<file path="src/rtl/adcseq_pkg.sv">
// Shared constants and state type for the converter sequencer.
package adcseq_pkg;
    localparam int          WORD_W   = 24;
    localparam int          SHORT_W  = 16;
    localparam int          WL_POS   = 15;
    localparam logic [23:0] CFG_INIT = 24'h22004E;

    typedef enum logic [2:0] {
        S_CFG   = 3'd0,
        S_CAL   = 3'd1,
        S_IDLE  = 3'd2,
        S_READ  = 3'd3,
        S_REARM = 3'd4,
        S_ERR   = 3'd5
    } seq_state_t;
endpackage

</file>
<file path="src/rtl/adcseq_cal_timer.sv">
// Counts cycles while run is high; expired pulses on the last allowed cycle.
// Assumes run drops as soon as expired is acted on; the count restarts from zero.
module adcseq_cal_timer #(
    parameter int LIMIT = 100000,
    localparam int CW = $clog2(LIMIT + 1)
) (
    input  logic clk,
    input  logic rst_n,
    input  logic run,
    output logic expired
);
    logic [CW-1:0] cnt;

    // Cycle counter, cleared whenever the wait is not in progress.
    always_ff @(posedge clk) begin
        if (!rst_n || !run) cnt <= '0;
        else if (!expired)  cnt <= cnt + 1'b1;
    end

    assign expired = run && (cnt == CW'(LIMIT - 1));
endmodule

</file>
<file path="src/rtl/adcseq_chan_track.sv">
// Holds the channel-select lines and the count of conversions still to drop.
// Assumes take is only raised between transfers and read_done once per read.
module adcseq_chan_track #(
    parameter int CH_W      = 3,
    parameter int DISCARD_N = 1,
    localparam int DW = $clog2(DISCARD_N + 1)
) (
    input  logic            clk,
    input  logic            rst_n,
    input  logic            take,
    input  logic [CH_W-1:0] new_chan,
    input  logic            read_done,
    output logic [CH_W-1:0] chan_sel,
    output logic            drop_now
);
    logic [DW-1:0] left;

    // Channel lines: load the request, otherwise hold.
    always_ff @(posedge clk) begin
        if (!rst_n)    chan_sel <= '0;
        else if (take) chan_sel <= new_chan;
    end

    // Discard budget: refilled on a switch, spent by completed reads.
    always_ff @(posedge clk) begin
        if (!rst_n)                       left <= '0;
        else if (take)                    left <= DW'(DISCARD_N);
        else if (read_done && left != '0) left <= left - 1'b1;
    end

    assign drop_now = (left != '0);
endmodule

</file>
<file path="src/rtl/adcseq_fmt.sv">
// Registers a kept read into offset-binary and two's-complement forms plus tag.
// Assumes rdata is right-aligned; in short mode only the low SHORT_W bits count.
module adcseq_fmt
    import adcseq_pkg::*;
#(
    parameter int CH_W = 3
) (
    input  logic              clk,
    input  logic              rst_n,
    input  logic              load,
    input  logic              long_mode,
    input  logic [WORD_W-1:0] rdata,
    input  logic [CH_W-1:0]   tag,
    output logic              valid,
    output logic [WORD_W-1:0] raw,
    output logic [WORD_W-1:0] twos,
    output logic [CH_W-1:0]   chan
);
    localparam int PAD = WORD_W - SHORT_W;

    logic [WORD_W-1:0] raw_c, twos_c;

    // Width select, MSB flip and sign extension.
    always_comb begin
        if (long_mode) begin
            raw_c  = rdata;
            twos_c = {~rdata[WORD_W-1], rdata[WORD_W-2:0]};
        end else begin
            raw_c  = {{PAD{1'b0}}, rdata[SHORT_W-1:0]};
            twos_c = {{(PAD+1){~rdata[SHORT_W-1]}}, rdata[SHORT_W-2:0]};
        end
    end

    // Output register with a one-cycle strobe.
    always_ff @(posedge clk) begin
        if (!rst_n) begin
            valid <= 1'b0;
            raw   <= '0;
            twos  <= '0;
            chan  <= '0;
        end else begin
            valid <= load;
            if (load) begin
                raw  <= raw_c;
                twos <= twos_c;
                chan <= tag;
            end
        end
    end

    assert_twos_sign_R8: assert property (@(posedge clk) disable iff (!rst_n)
        valid |-> ((twos[WORD_W-1] != raw[WORD_W-1]) ||
                   (raw[WORD_W-1:SHORT_W] == '0 && twos[SHORT_W-1] != raw[SHORT_W-1]
                    && twos[WORD_W-1] == twos[SHORT_W-1])));
endmodule

</file>
<file path="src/rtl/adcseq_top.sv">
// Sequencer: configuration write with self-calibration, calibration wait with
// timeout, channel switching between transfers, ready-gated reads with
// post-switch discard. Assumes the port master holds xfer_done low until it
// finishes and pulses it for one cycle.
module adcseq_top
    import adcseq_pkg::*;
#(
    parameter int CH_W        = 3,
    parameter int CAL_TIMEOUT = 100000,
    parameter int DISCARD_N   = 1
) (
    input  logic              clk,
    input  logic              rst_n,
    input  logic              enable,
    input  logic [CH_W-1:0]   req_chan,
    input  logic              long_word,
    input  logic              adc_rdy_n,
    output logic              xfer_req,
    output logic              xfer_write,
    output logic              xfer_long,
    output logic [WORD_W-1:0] xfer_wdata,
    input  logic              xfer_done,
    input  logic [WORD_W-1:0] xfer_rdata,
    output logic [CH_W-1:0]   chan_sel,
    output logic              smp_valid,
    output logic [WORD_W-1:0] smp_raw,
    output logic [WORD_W-1:0] smp_twos,
    output logic [CH_W-1:0]   smp_chan,
    output logic              cal_error
);
    seq_state_t state, nxt;
    logic       wl_q;
    logic       take, rd_done, expired, drop_now;

    // Next-state decode for the whole converter flow.
    always_comb begin
        nxt     = state;
        take    = 1'b0;
        rd_done = 1'b0;
        case (state)
            S_CFG:   if (xfer_done) nxt = S_CAL;
            S_CAL: begin
                if (!adc_rdy_n)   nxt = S_IDLE;
                else if (expired) nxt = S_ERR;
            end
            S_IDLE: begin
                if (enable) begin
                    if (req_chan != chan_sel) take = 1'b1;
                    else if (!adc_rdy_n)      nxt  = S_READ;
                end
            end
            S_READ: begin
                if (xfer_done) begin
                    rd_done = 1'b1;
                    nxt     = S_REARM;
                end
            end
            S_REARM: if (adc_rdy_n) nxt = S_IDLE;
            default: nxt = S_ERR;
        endcase
    end

    // State register.
    always_ff @(posedge clk) begin
        if (!rst_n) state <= S_CFG;
        else        state <= nxt;
    end

    // Word-length bit latched when the configuration write completes.
    always_ff @(posedge clk) begin
        if (!rst_n)                            wl_q <= 1'b0;
        else if (state == S_CFG && xfer_done) wl_q <= long_word;
    end

    assign xfer_req   = (state == S_CFG) || (state == S_READ);
    assign xfer_write = (state == S_CFG);
    assign xfer_long  = (state == S_CFG) ? 1'b1 : wl_q;
    assign cal_error  = (state == S_ERR);

    // Configuration word with the word-length bit patched in.
    always_comb begin
        xfer_wdata         = CFG_INIT;
        xfer_wdata[WL_POS] = long_word;
    end

    adcseq_cal_timer #(.LIMIT(CAL_TIMEOUT)) u_timer (
        .clk     (clk),
        .rst_n   (rst_n),
        .run     (state == S_CAL),
        .expired (expired)
    );

    adcseq_chan_track #(.CH_W(CH_W), .DISCARD_N(DISCARD_N)) u_chan (
        .clk       (clk),
        .rst_n     (rst_n),
        .take      (take),
        .new_chan  (req_chan),
        .read_done (rd_done),
        .chan_sel  (chan_sel),
        .drop_now  (drop_now)
    );

    adcseq_fmt #(.CH_W(CH_W)) u_fmt (
        .clk       (clk),
        .rst_n     (rst_n),
        .load      (rd_done && !drop_now),
        .long_mode (wl_q),
        .rdata     (xfer_rdata),
        .tag       (chan_sel),
        .valid     (smp_valid),
        .raw       (smp_raw),
        .twos      (smp_twos),
        .chan      (smp_chan)
    );

    assert_cfg_word_R1: assert property (@(posedge clk) disable iff (!rst_n)
        (xfer_req && xfer_write) |-> (xfer_wdata[23:21] == 3'b001 && xfer_wdata[20:18] == 3'b000));

    assert_err_sticky_R3: assert property (@(posedge clk) disable iff (!rst_n)
        cal_error |=> (cal_error && !xfer_req));

    assert_chan_hold_R4: assert property (@(posedge clk) disable iff (!rst_n)
        xfer_req |=> $stable(chan_sel));

    assert_read_gate_R5: assert property (@(posedge clk) disable iff (!rst_n)
        ($rose(xfer_req) && !xfer_write) |-> $past(!adc_rdy_n));

    assert_valid_after_read_R6: assert property (@(posedge clk) disable iff (!rst_n)
        smp_valid |-> $past(xfer_done && !xfer_write));

    assert_idle_gate_R10: assert property (@(posedge clk) disable iff (!rst_n)
        (!enable && !xfer_req) |=> ($stable(chan_sel) && !(xfer_req && !xfer_write)));
endmodule

</file>
<file path="config.mk">
export PLATFORM = sky130hd
export DESIGN_NAME = adcseq_top
export DESIGN_NICKNAME = d
export VERILOG_FILES = /design/src/rtl/adcseq_pkg.sv /design/src/rtl/adcseq_cal_timer.sv /design/src/rtl/adcseq_chan_track.sv /design/src/rtl/adcseq_fmt.sv /design/src/rtl/adcseq_top.sv
export SDC_FILE = /design/constraint.sdc
export NUM_CORES = 1
export LEC_CHECK = 0
export BUFFER_PORTS_ARGS = -buffer_cell sky130_fd_sc_hd__buf_2
export CORE_MARGIN = 8
export CORE_UTILIZATION = 41
export DETAILED_ROUTE_END_ITERATION = 7
export PLACE_DENSITY = 0.68
export SYNTH_ARGS = -nofsm -noshare
export SYNTH_HDL_FRONTEND = slang
export SYNTH_HIERARCHICAL = 1
export SYNTH_SLANG_ARGS = --single-unit
</file>
<file path="constraint.sdc">
create_clock -name clk -period 1.9 [get_ports clk]
set_input_delay 0.095 -clock clk [delete_from_list [all_inputs] [get_ports clk]]
set_output_delay 0.095 -clock clk [all_outputs]
set_load 0.005 [all_outputs]
</file>
==> flow_summary.toml <==
[clock_network]
cts_root_buf = "clkbuf_8"
cts_tree = "built"
cts.clk_slew.worst_paths_ns = 0.07
cts-resized-gates = 0
clk_latency_ns = 0.33
cts.path.max_buffers = 2
clock_sinks = 62
post_cts_buffers = 0
ctsHoldBuffers = 0
cts_buffers = 9
h-tree-depth = 3

[power_and_ir_drop]
power.leakage_nw = 1.59
powerDensity_nw_per_um2 = 778
ir_drop_mv = 0.308

[timing]
setup_tns_ns = 0
period_needed_ns = 1.76
slew_viol_final = 0
worst_pin_slew_ns = 0.519
max_freq_mhz = 568
post-route-period-util_pct = 92.7
rsz0062_at_grt = "false"
skew_ns = 0.00805
finalSetupViolCount = 0
finalHoldViolCount = 0
maxSlewHeadroom_pct = 65.2

[detailed_routing]
antenna_left = 0
drt_first_iter_violations = 117
wl_mm = 6.92
routed-via-count = 2512
drc = 0
drt_pass1_iterations = 6
via_per_inst = 4.85
wl_per_cell_um = 13.4

[synth]
ys_warn_count = 6
synth_xor_area_share_pct = 3.61
ys_ff_latch = 62
synth_cell_type_count = 52
syn_area_per_cell_um2 = 9.37
yosysSeqAreaShare_pct = 39.3
synthMuxAreaShare_pct = 6.98
synth_edf_count = 0
synthAdderAreaFrac_pct = 0.396
async_flop_share_pct = 0
syn_area_um2 = 3160
synth_compound_area_share_pct = 11.1
yosys.area_share.simple_pct = 23.6
synth_ff_type = "dfxtp_1"
synth_top_family_by_area = "simple AND/OR/NAND/NOR gates"
synth_cells = 337

[place]
dp_cells = 502
place.gp.congestion = 0.798
port_buffers = 92
dp_hpwl_mm = 5.20

[flow_run]
drv_cap = 0

[floorplan]
die_area_um2 = 10800
start_util_pct = 41.5
die-height_um = 104
core_area_um2 = 7610
die_w_um = 104
rows = 32
io_pins = 116

[finish]
fillers = 743
fin_cells = 518
area_growth_pct = 17.0
final-seq-area_um2 = 1240
drive_above_1_share_pct = 30.3
nets = 445
multiInputGateArea_um2 = 1540
antennaDiodeCount = 0

[critical_path]
crit_arrival_ns = 1.97
critPathKind = "flop to flop"
cp_max_fo = 8
startpoint_type = "flop"
end_kind = "flop"
required_ns = 2.11

[global_route]
grt_overflow_total = 0
grt_start_max_net_pins = 37
antenna_found_initial = 0
grt.total_usage_pct = 12.8
grt_pass1_wl_mm = 11.8
grt_pass1_vias = 2464

[hold_path]
hold_path_class = "input port to flop"

[run_status]
status = "completed"
-- cell usage after synthesis, drive strengths merged (2+ instances only) --
library cell  instances  area [µm²]
a21boi               10        75.1
a21oi                 4        20.0
a31oi                10        62.6
and2                  3        18.8
and2b                 2        15.0
and3                  2        13.8
and4                  7        62.6
and4bb                2        25.0
buf                  56         437
clkbuf                4        15.0
conb                  2        7.51
dfxtp                62        1240
inv                   4        15.0
mux2i                22         220
nand2                14        52.6
nand2b                8        50.1
nand3                16        92.6
nand3b                3        22.5
nand4                 7        43.8
nor2                 10        37.5
nor2b                29         181
nor3                  6        30.0
nor3b                 4        30.0
nor4                  2        12.5
nor4b                 2        23.8
o211ai                2        15.0
o21a                  2        15.0
o21ai                11        55.1
o21bai                2        15.0
o31ai                 2        15.0
or2                   2        12.5
or3                   2        12.5
xor2                 13         114
-- sequential cells by signal, indices dropped and copies added, names as in the netlist --
signal / flops
state: 3
u_fmt/valid: 1
u_chan/drop_now: 1
u_timer/cnt: 17
u_fmt/twos: 9
u_chan/chan_sel: 3
wl_q: 1
u_fmt/chan: 3
u_fmt/raw: 24
-- critical path, cell delays in order, from the launching register on --
cell and delay, ns:
dfxtp_1 0.44, and4bb_2 0.27, and4_1 0.21, nand2_1 0.12, inv_1 0.08, o311a_1 0.29, o221a_1 0.24
-- power by group --
part	total (mW)	leakage (nW)	switching (mW)	internal, mW
logic	0.290	0.974	0.154	0.136
clock network	1.25	0.110	0.477	0.771
registers	1.34	0.500	0.0161	1.32
total	2.88	1.59	0.647	2.23
-- layout by cell type (no fill, tap or decap), types with 11 or more instances in the layout --
cell,synthesis,routed
mux2i_1,22,22
xor2_1,13,13
dfxtp_1,62,62
nand3_1,15,15
o21ai_0,11,11
buf_2,4,92
nor2b_1,29,28
conb_1,2,23
nand2_1,14,14
-- final cells by class --
cell class              instances  area share, %
repair buffers                102           15.2
clock inverters                 4           1.90
well taps                     102           3.45
clock buffers                  12           3.93
inverters                       4          0.406
flip-flops and latches         62           33.6
multi-input cells             232           41.6
-- logic make-up (layout without fill, tap and decap cells) --
kind of cell | after synthesis | after routing
AO/OA/AOI/OAI | 51 | 51
XOR/XNOR | 13 | 13
adder cells (fa/ha/maj) | 1 | 1
buffers and inverters | 64 | 122
flip-flops | 62 | 62
multiplexers | 22 | 22
other | 2 | 23
AND/OR/NAND/NOR | 122 | 122
-- layer usage --
layer | global-route usage, % | wire length, µm | vias to the layer above
li1 | - | - | 1258
met1 | 14.5 | 3050 | 1158
met2 | 20.7 | 3200 | 84
met3 | 5.45 | 564 | 12
met4 | 5.17 | 98 | 0
met5 | 0 | 0 | -
-- per-stage QoR --
| step | setup WS (ns) | power [mW] | cell area, µm² | hold WS (ns) | utilization [%] |
|---|---|---|---|---|---|
| 2_1_floorplan | 0.146 | 1.59 | 3240 | 0.213 | - |
| 3_3_place_gp | 0.234 | 1.65 | 3480 | 0.355 | 45.7 |
| 3_5_place_dp | 0.169 | 1.66 | 3480 | 0.364 | 45.7 |
| 4_1_cts | 0.158 | 2.92 | 3690 | 0.0111 | 48.6 |
| 5_1_grt | 0.0579 | 3.02 | 3690 | 0.0179 | 48.6 |
| 6_report | 0.139 | 2.88 | 3690 | 0.0203 | 48.6 |
-- path summary, 6_finish.rpt --
kind / startpoint / slack, ns / cells after the start / end
min reg2reg: u_fmt/raw[16] / 0.47 / 2 / u_fmt/raw[16]
max reg2reg: u_timer/cnt[5] / 0.14 / 6 / state[2]
min: xfer_rdata[0] / 0.02 / 3 / u_fmt/raw[0]
max: u_timer/cnt[5] / 0.14 / 6 / state[2]
Power figures use the tool's default switching activity.
